`config.mk`:
```
export PLATFORM = sky130hd
export DESIGN_NAME = idx_loop_unit
export DESIGN_NICKNAME = d
export VERILOG_FILES = /design/src/rtl/idx_pkg.sv /design/src/rtl/idx_regfile.sv /design/src/rtl/idx_addr_gen.sv /design/src/rtl/idx_seq.sv /design/src/rtl/idx_loop_unit.sv
export SDC_FILE = /design/constraint.sdc
export NUM_CORES = 1
export LEC_CHECK = 0
export ABC_CLOCK_PERIOD_IN_PS = 18000
export BUFFER_PORTS_ARGS = -buffer_cell sky130_fd_sc_hd__buf_2
export CELL_PAD_IN_SITES_DETAIL_PLACEMENT = 1
export CELL_PAD_IN_SITES_GLOBAL_PLACEMENT = 1
export CORE_UTILIZATION = 44
export DETAILED_ROUTE_END_ITERATION = 8
export PLACE_DENSITY = 0.9
export SYNTH_ARGS = -nofsm -noshare
export SYNTH_HDL_FRONTEND = slang
export SYNTH_SLANG_ARGS = --single-unit
```
`constraint.sdc`:
```
create_clock -name clk -period 18 [get_ports clk]
set_input_delay 5.4 -clock clk [delete_from_list [all_inputs] [get_ports clk]]
set_output_delay 5.4 -clock clk [all_outputs]
set_load 0.1 [all_outputs]
```
`src/rtl/idx_pkg.sv`:
```
package idx_pkg;
    parameter int unsigned ADDR_W  = 12;
    parameter int unsigned NUM_IDX = 3;
    localparam int unsigned SEL_W  = $clog2(NUM_IDX + 1);

    typedef logic [ADDR_W-1:0] addr_t;
    typedef logic [SEL_W-1:0]  sel_t;

    typedef enum logic [1:0] {
        OP_MREF  = 2'b00,
        OP_LDIX  = 2'b01,
        OP_CNTBR = 2'b10,
        OP_MREF2 = 2'b11
    } op_e;

    typedef struct packed {
        op_e   op;
        sel_t  sel;
        addr_t addr;
        addr_t pc;
    } ix_req_t;

    typedef struct packed {
        addr_t ea;
        addr_t pc_nxt;
        logic  taken;
    } ix_rsp_t;

    typedef struct packed {
        logic  en;
        sel_t  sel;
        addr_t data;
    } ix_wr_t;

    function automatic addr_t addr_wrap_add(addr_t a, addr_t b);
        return a + b;
    endfunction
endpackage

```
`src/rtl/idx_regfile.sv`:
```
module idx_regfile
    import idx_pkg::*;
(
    input  logic   clk,
    input  logic   rst,
    input  sel_t   rd_sel,
    input  ix_wr_t wr,
    output addr_t  rd_val
);
    addr_t regs [NUM_IDX+1];

    assign regs[0] = '0;

    for (genvar gi = 1; gi <= NUM_IDX; gi++) begin : g_reg
        always_ff @(posedge clk) begin
            if (rst) begin
                regs[gi] <= '0;
            end else if (wr.en && wr.sel == sel_t'(gi)) begin
                regs[gi] <= wr.data;
            end
        end
    end

    always_comb begin
        rd_val = '0;
        for (int k = 1; k <= NUM_IDX; k++) begin
            if (rd_sel == sel_t'(k)) rd_val = regs[k];
        end
    end
endmodule

```
`src/rtl/idx_addr_gen.sv`:
```
module idx_addr_gen
    import idx_pkg::*;
(
    input  sel_t  sel,
    input  addr_t base,
    input  addr_t idx_val,
    output addr_t ea
);
    addr_t offset;

    always_comb begin
        offset = (sel == '0) ? '0 : idx_val;
        ea     = addr_wrap_add(base, offset);
    end
endmodule

```
`src/rtl/idx_seq.sv`:
```
module idx_seq
    import idx_pkg::*;
(
    input  ix_req_t req,
    input  addr_t   idx_val,
    output addr_t   pc_nxt,
    output logic    taken,
    output ix_wr_t  wr
);
    logic has_idx;
    logic nonzero;

    always_comb begin
        has_idx = (req.sel != '0);
        nonzero = has_idx && (idx_val != '0);
        taken   = 1'b0;
        pc_nxt  = addr_wrap_add(req.pc, addr_t'(1));
        wr.en   = 1'b0;
        wr.sel  = req.sel;
        wr.data = req.addr;
        unique case (req.op)
            OP_LDIX: begin
                wr.en = has_idx;
            end
            OP_CNTBR: begin
                if (nonzero) begin
                    taken   = 1'b1;
                    pc_nxt  = req.addr;
                    wr.en   = 1'b1;
                    wr.data = idx_val - addr_t'(1);
                end
            end
            default: ;
        endcase
    end
endmodule

```
`src/rtl/idx_loop_unit.sv`:
```
module idx_loop_unit
    import idx_pkg::*;
(
    input  logic              clk,
    input  logic              rst,
    input  logic [1:0]        op_code,
    input  logic [SEL_W-1:0]  idx_sel,
    input  logic [ADDR_W-1:0] addr_fld,
    input  logic [ADDR_W-1:0] pc_cur,
    output logic [ADDR_W-1:0] eff_addr,
    output logic [ADDR_W-1:0] pc_next,
    output logic              br_taken
);
    ix_req_t req;
    ix_rsp_t rsp;
    ix_wr_t  wr;
    addr_t   sel_val;

    assign req.op   = op_e'(op_code);
    assign req.sel  = idx_sel;
    assign req.addr = addr_fld;
    assign req.pc   = pc_cur;

    idx_regfile u_rf (
        .clk    (clk),
        .rst    (rst),
        .rd_sel (req.sel),
        .wr     (wr),
        .rd_val (sel_val)
    );

    idx_addr_gen u_ag (
        .sel     (req.sel),
        .base    (req.addr),
        .idx_val (sel_val),
        .ea      (rsp.ea)
    );

    idx_seq u_seq (
        .req     (req),
        .idx_val (sel_val),
        .pc_nxt  (rsp.pc_nxt),
        .taken   (rsp.taken),
        .wr      (wr)
    );

    assign eff_addr = rsp.ea;
    assign pc_next  = rsp.pc_nxt;
    assign br_taken = rsp.taken;
endmodule

```
# ---- Yosys cells after proc, flatten, opt, wreduce, memory -nomap -nowiden
# Index checks and enable logic that the tools add are counted.
dict set report word_totals {
  latchBits 0
  mem_count 0
  ram_bits 0
  wordCells 29
  ff_bits 36
  out_inout_bits 25
  in_bits 30
  romBits 0
}
dict set report classes {
  mux 11
  n_lt_le_gt_ge 0
  n_eq_ne 5
  div_mod_pow 0
  n_reduce_logical 7
  mul 0
  shift 0
  addsub 3
  n_bitwise 0
}
# op count
set op_table {}
lappend op_table {{$mux 12} 8}
lappend op_table {{$add 12x1->12 const B} 1}
lappend op_table {{$add 12x12->12} 1}
lappend op_table {{$reduce_bool 12->1} 1}
lappend op_table {{$sub 12x1->12 const B} 1}
lappend op_table {{$eq 2x2->1 const B} 3}
lappend op_table {{$eq 2x1->1 const B} 2}
lappend op_table {{$logic_and 1x1->1} 4}
lappend op_table {{$logic_not 2->1} 1}
lappend op_table {{$mux 1} 2}
lappend op_table {{$pmux 1 s2} 1}
lappend op_table {{$reduce_bool 2->1} 1}

# ---- Depth between registers and ports, before layout
# Gate-level depths: netlist (run 1).
dict set report logic_depth {
  depth_word 9
  depth_mapped 15
  depth_no_buf 13
}

# ---- Hierarchy
# Synthesis (run 1) repeated with hierarchy kept, for this count alone.
dict set report unflattened {
  cells_unflattened 328
  hier_area_um2 3206.8
}
# mod n_inst cells_each seq_area_each_um2 area_each_um2
set by_module_without_submodules {}
lappend by_module_without_submodules {idx_regfile 1 160 720.7 1788.0}
lappend by_module_without_submodules {idx_seq 1 95 0.0 834.6}
lappend by_module_without_submodules {idx_addr_gen 1 73 0.0 584.3}

# ---- Worst setup path after synthesis (run 1)
# OpenSTA, ideal clock, no wires.
dict set report synth_path {
  path_kind {input to output}
  start {input port idx_sel[0]}
  end {output port pc_next[10]}
  path_buffers 4
  arrival_time_ns 9.931
  path_slack_ns 2.669
  cell_stages 13
  required_ns 12.600
  cell_sequence {buf_6 -> buf_2 -> mux2_2 -> a22oi_1 -> ha_1 -> inv_1 -> a221o_1 -> nor4_4 -> a31o_2 -> inv_2 -> buf_6 -> clkbuf_1 -> o21ai_0}
}
dict set report synth_via {
  elab_chain_len 8
  word_cells_on_any_way 11
  classes_between {eq/ne: 3; mux: 5; reduce/logical: 3}
}
# item line
set synth_lines {}
lappend synth_lines {{start: declaration} idx_loop_unit.sv:7} ;# input logic [SEL_W-1:0] idx_sel,
lappend synth_lines {{$eq 2x1->1} idx_regfile.sv:27} ;# if (rd_sel == sel_t'(k)) rd_val = regs[k];
lappend synth_lines {{$mux 12 (3 in series)} idx_regfile.sv:27}
lappend synth_lines {{$reduce_bool 12->1} idx_seq.sv:15} ;# nonzero = has_idx && (idx_val != '0);
lappend synth_lines {{$logic_and 1x1->1 *} idx_seq.sv:15}
lappend synth_lines {{$mux 12 *} idx_seq.sv:26} ;# if (nonzero) begin
lappend synth_lines {{$mux 12 *} idx_seq.sv:21} ;# unique case (req.op)
lappend synth_lines {{end: declaration} idx_loop_unit.sv:11} ;# output logic [ADDR_W-1:0] pc_next,
# Mark *: on every way between the ends. The rest lies on a longest branch, timed or not.

# ---- Worst setup path after layout (run 1)
dict set report layout_path {
  start {input port idx_sel[0]}
  end {output port eff_addr[10]}
}
dict set report layout_via {
  elab_chain_len 6
  word_cells_on_any_way 9
  classes_between {add/sub: 1; eq/ne: 3; mux: 4; reduce/logical: 1}
}
# item line
set layout_lines {}
lappend layout_lines {{$eq 2x1->1} idx_regfile.sv:27}
lappend layout_lines {{$mux 12 (3 in series)} idx_regfile.sv:27}
lappend layout_lines {{$mux 12 *} idx_addr_gen.sv:12} ;# offset = (sel == '0) ? '0 : idx_val;
lappend layout_lines {{$add 12x12->12 *} idx_pkg.sv:36} ;# return a + b;
lappend layout_lines {{end: declaration} idx_loop_unit.sv:10} ;# output logic [ADDR_W-1:0] eff_addr,
# Marks and branches as above.

==> impl_metrics.json, run 1 <==
{
  "status": "complete, no violations",
  "final_common_cell": "nor2_1",
  "power_density_nw_per_um2": 69.7,
  "drv_slew": 0,
  "coreArea_um2": 6390,
  "synth_cell_types": 58,
  "dr.pass1.iters": 4,
  "hold_violations": 0,
  "drive_gt1_frac": 0.249,
  "p_total_w": 0.000229,
  "nets": 460,
  "viasPerCell": 5.73,
  "postCtsHoldBufs": 0,
  "ys.flop_type": "dfxtp_1",
  "h-tree-depth": 2,
  "hpwl_mm": 6.69,
  "reg_top3": "u_rf.regs: 36 flops",
  "synth_top_area_frac": 0.246,
  "ys_warn_count": 0,
  "synth_edf_count": 0,
  "synth_area_leaders": "dfxtp_1 25%, nor2_1 7.4%, ha_1 6.4%, xnor2_1 5.1%, mux2_2 5.0%",
  "grt_max_degree": 40,
  "netlist_area_um2": 2940,
  "clk_pin_slew_ns": 0.07,
  "max_slew_margin": 0.426,
  "synthCells": 370,
  "top_register": "u_rf.regs",
  "start_util": 0.460,
  "rows": 29,
  "tightest_slew_ns": 0.855,
  "grt_pass1_vias": 2871,
  "seq_area_frac_synth": 0.246,
  "wl_mm": 8.43,
  "cp-end-kind": "output pin",
  "hp-class": "reg -> reg",
  "synth-compound-area-share": 0.220,
  "worstPathRequired_ns": 12.60,
  "hold_ws_ns": 0.461,
  "die_w_um": 83.7,
  "rr_worst_depth": 11,
  "avgRoutedWirePerCell_um": 17.2,
  "cp-start-kind": "primary input",
  "async_flop_share": 0,
  "syn-num-nets": 416,
  "gp_congestion": 0.839,
  "cts_buffers": 5,
  "period_share": 0.799,
  "vias": 2813,
  "top_usage_layer": "met2",
  "dieArea_um2": 7000,
  "grt_first_pass_wirelength_mm": 14.2,
  "finalSetupTns_ns": 0,
  "grt_antenna_before_repair": 0,
  "synthSimpleGateAreaFrac": 0.265,
  "gr-usage-met1": 0.308,
  "post_cts_resized": 0,
  "grt_usage": 0.251,
  "cts_setup_buffers": 0,
  "port_buffers": 54,
  "max_freq_ghz": 0.0696,
  "yosysTopAreaCell": "dfxtp_1",
  "largest_register_ffs": 36,
  "dp.cells": 484,
  "drtIter0Drc": 109,
  "synth_mux_area_frac": 0.0652,
  "path_class": "in -> out",
  "syn_area_per_cell_um2": 7.93,
  "synth-xor-area-share": 0.0716,
  "rsz0062_at_grt": "false",
  "post-route-util": 0.515,
  "layout_min_cycle_time_ns": 14.37,
  "tritoncts": "yes",
  "gr-total-overflow": 0,
  "numClockSinks": 36,
  "final_cell_mix": "58 x nor2_1, 54 x buf_2, 36 x dfxtp_1",
  "final_cells": 491,
  "holdPathStages": 2,
  "ant_nets": 0,
  "synth_top_family_by_area": "simple AND/OR/NAND/NOR gates",
  "peakVddDrop_mv": 0.0535,
  "arrival_ns": 8.97,
  "crit_fanout": 19,
  "cts-root-buf": "clkbuf_8",
  "synth-adder-area-share": 0.0708,
  "die_h_um": 83.7,
  "drc": 0,
  "setup_violations": 0,
  "ys_seq_elements": 36,
  "met2_usage": 0.455,
  "diodes": 0,
  "worstSkewPairLatency_ns": 0.29,
  "total_leakage_power_nw": 1.44,
  "area_growth_pct": 12.0,
  "maxCapViolCount": 0,
  "clk_path_buf_depth": 2,
  "top_level_ports": 55,
  "finClkSkew_ns": 0.00633,
  "gr-usage-met3": 0.0317
}
==> logic make-up (layout without fill, tap and decap cells) <==
group,after synthesis,count (layout)
DFF,36,36
AOI/OAI and AO/OA,87,87
adders and majority gates,16,16
buffers and inverters,38,82
and+or+nand+nor,153,153
xor gates and xnor gates,24,24
muxes,16,16
==> layer usage <==
metal  vias to the layer above  share of wire
li1                       1401              -
met1                      1339           0.43
met2                        62           0.51
met3                        11          0.037
met4                         0          0.015
met5                         -              0
==> through the flow <==
stage / cell area (um2) / worst slack [ns]
after floorplan: 2940 / 2.67
after global placement: 3210 / 3.71
after detailed placement: 3210 / 3.62
after CTS: 3290 / 3.61
after global routing: 3290 / 3.26
final: 3290 / 3.63
==> where the power goes <==
part	internal, W	total [W]	switching, W
clock network	0.0000262	0.0000557	0.0000295
registers	0.0000817	0.0000828	0.00000114
logic	0.0000213	0.0000905	0.0000692
total	0.000129	0.000229	0.0000999
==> final cells by class <==
cell class | instances | area (um2)
timing repair buffer | 56 | 285
multi-input combinational | 296 | 2030
inverter | 19 | 71.3
clock buffer | 5 | 68.8
tap | 77 | 96.3
clock inverter | 2 | 12.5
fill | 835 | 3100
sequential | 36 | 721
==> cell usage after synthesis, drive strengths merged, types with 4 or more instances <==
cell type / count
o21a: 5
nor3: 27
mux2: 16
xnor2: 17
nand3b: 4
nor4: 5
ha: 15
clkbuf: 9
a22o: 4
a41oi: 4
a211oi: 9
a22oi: 9
dfxtp: 36
buf: 10
nand3: 6
o21ai: 22
nor2b: 4
a21oi: 12
xor2: 7
inv: 19
o31ai: 6
nand2b: 4
and3: 4
nand2: 29
nor2: 58
==> worst paths after layout <==
kind | startpoint | endpoint | slack, ns
setup / recovery | idx_sel[0] | eff_addr[10] | 3.63
setup reg to reg | u_rf.regs[12] | u_rf.regs[33] | 14.19
hold / removal | u_rf.regs[6] | u_rf.regs[6] | 0.46
hold reg to reg | u_rf.regs[6] | u_rf.regs[6] | 0.46
==> worst max-delay path, cell delays in order <==
cell and delay [ns]:
buf_2 0.35, mux2_2 0.39, a22oi_1 0.32, inv_1 0.08, ha_1 0.20, inv_1 0.07, fa_1 0.20, nor2b_1 0.06
o21ai_0 0.21, a21boi_0 0.15, o21ai_0 0.22, a211oi_1 0.16, or4b_2 0.63, nand3_1 0.10, buf_2 0.42
(Power assumes the default switching activity.)
==> run 2: changes to the inputs <==
--- a/config.mk
+++ b/config.mk
@@ -5,13 +5,13 @@
 export SDC_FILE = /design/constraint.sdc
 export NUM_CORES = 1
 export LEC_CHECK = 0
-export ABC_CLOCK_PERIOD_IN_PS = 18000
+export ABC_CLOCK_PERIOD_IN_PS = 13500
 export BUFFER_PORTS_ARGS = -buffer_cell sky130_fd_sc_hd__buf_2
 export CELL_PAD_IN_SITES_DETAIL_PLACEMENT = 1
 export CELL_PAD_IN_SITES_GLOBAL_PLACEMENT = 1
-export CORE_UTILIZATION = 44
+export CORE_UTILIZATION = 41
 export DETAILED_ROUTE_END_ITERATION = 8
-export PLACE_DENSITY = 0.9
+export PLACE_DENSITY = 0.85
 export SYNTH_ARGS = -nofsm -noshare
 export SYNTH_HDL_FRONTEND = slang
 export SYNTH_SLANG_ARGS = --single-unit
==> constraint.sdc (replaced) <==
create_clock -name clk -period 13.5 [get_ports clk]
set_input_delay 4.05 -clock clk [delete_from_list [all_inputs] [get_ports clk]]
set_output_delay 4.05 -clock clk [all_outputs]
set_load 0.1 [all_outputs]
==> impl_metrics.json, run 2 (same netlist as run 1, synthesis figures left out) <==
{
  "cp-start-kind": "primary input",
  "rows": 30,
  "die_w_um": 86.6,
  "h-tree-depth": 2,
  "critPathTopFamily": "compound AO/OA/AOI/OAI gates",
  "port_buffers": 54,
  "total_leakage_power_nw": 1.45,
  "gr-total-overflow": 0,
  "area_growth_pct": 13.4,
  "setup_violations": 0,
  "grt_antenna_before_repair": 0,
  "rsz0062_at_grt": "false",
  "postCtsHoldBufs": 0,
  "hp-class": "reg -> reg",
  "maxCapViolCount": 0,
  "largest_register_ffs": 36,
  "cts_setup_buffers": 0,
  "grt_pass1_vias": 2954,
  "final_common_cell": "nor2_1",
  "cts_buffers": 5,
  "layout_min_cycle_time_ns": 11.74,
  "clk_path_buf_depth": 2,
  "p_total_w": 0.000326,
  "period_share": 0.870,
  "post_cts_resized": 0,
  "final_cell_mix": "58 x nor2_1, 54 x buf_2, 36 x dfxtp_1",
  "crit_slowest_cell": "or4b_2",
  "cp-end-kind": "output pin",
  "arrival_ns": 7.69,
  "drtIter0Drc": 156,
  "power_density_nw_per_um2": 97.9,
  "numClockSinks": 36,
  "avgRoutedWirePerCell_um": 16.5,
  "grt_first_pass_wirelength_mm": 14.2,
  "peakVddDrop_mv": 0.0512,
  "reg_top3": "u_rf.regs: 36 flops",
  "dieArea_um2": 7500,
  "slowest_delay_ns": 0.63,
  "drv_slew": 0,
  "worst-path-buf-inv": 4,
  "path_class": "in -> out",
  "ant_nets": 0,
  "final_cells": 510,
  "drive_gt1_frac": 0.246,
  "clk_pin_slew_ns": 0.08,
  "finClkSkew_ns": 0.00692,
  "grt_usage": 0.241,
  "coreArea_um2": 6870,
  "drc": 0,
  "worstSkewPairLatency_ns": 0.29,
  "top_register": "u_rf.regs",
  "viasPerCell": 5.54,
  "cts-root-buf": "clkbuf_8",
  "crit_fanout": 19,
  "wl_mm": 8.40,
  "finalSetupTns_ns": 0,
  "vias": 2824,
  "tritoncts": "yes",
  "status": "complete, no violations",
  "tightest_slew_ns": 1.12,
  "hpwl_mm": 6.29,
  "worstPathRequired_ns": 9.45,
  "hold_violations": 0,
  "start_util": 0.427,
  "gp_congestion": 0.775,
  "dp.cells": 502,
  "max_freq_ghz": 0.0852,
  "dr.pass1.iters": 4,
  "diodes": 0,
  "nets": 459,
  "die_h_um": 86.6,
  "top_level_ports": 55,
  "max_slew_margin": 0.254,
  "cp_cell_sequence": "buf_2, mux2_2, a22oi_1, inv_1, ha_1, inv_1, fa_1, nor2b_1, o21ai_0, a21boi_0, o21ai_0, a211oi_1, or4b_2, nand3_1, buf_2",
  "grt_max_degree": 40
}
## run 2: cell count changes in the layout (fill, tap and decap cells not counted), sizes merged
cell / change
bufinv: +1
buf: -1
clkinvlp: -1
clkbuf: +1
## run 2: worst paths after layout
kind,from,end,slack [ns],cells after the start
worst min-delay path,u_rf.regs[18],u_rf.regs[18],0.45,2
worst max register to register,u_rf.regs[12],u_rf.regs[30],9.52,11
worst max-delay path,idx_sel[0],eff_addr[10],1.76,15
worst min register to register,u_rf.regs[18],u_rf.regs[18],0.45,2
## run 2: metrics by stage
| stage | worst slack (ns) | hold slack (ns) | util | cell area [um2] |
|---|---|---|---|---|
| 2_1_floorplan | 0.869 | 0.433 | - | 2940 |
| 3_3_place_gp | 1.89 | 0.440 | 0.469 | 3220 |
| 3_5_place_dp | 1.76 | 0.448 | 0.469 | 3220 |
| 4_1_cts | 1.74 | 0.459 | 0.485 | 3330 |
| 5_1_grt | 1.41 | 0.473 | 0.485 | 3330 |
| 6_report | 1.76 | 0.455 | 0.485 | 3330 |
## run 2: metal layers
| layer | global-route usage | vias up | part of all wire |
|---|---|---|---|
| met3 | 0.0390 | 8 | 0.031 |
| met4 | 0.0561 | 0 | 0.0084 |
| met5 | 0 | - | 0 |
| met2 | 0.450 | 49 | 0.52 |
| met1 | 0.286 | 1369 | 0.44 |
| li1 | - | 1398 | - |
## run 2: worst register-to-register path, cell delays in order, from the launching register on
cell and delay (ns):
dfxtp_1 0.32, mux2_2 0.27, a22oi_1 0.32, ha_1 0.26, inv_1 0.08, a221o_1 0.29, nor4_4 0.40, a31o_2 0.45
inv_2 0.31, o21ai_1 0.85, nand2_1 0.15, a21oi_1 0.19
## run 2: area by class of cell
class	count	area (um2)
clock inverter	2	35.0
sequential	36	721
fill	886	3540
inverter	19	71.3
clock buffer	6	72.6
timing repair buffer	55	278
multi-input combinational	296	2030
tap	96	120
## run 2: power by group
group | total (W) | internal [W] | switching [W]
registers | 0.000110 | 0.000109 | 0.00000164
clock network | 0.0000956 | 0.0000548 | 0.0000407
logic | 0.000120 | 0.0000283 | 0.0000915
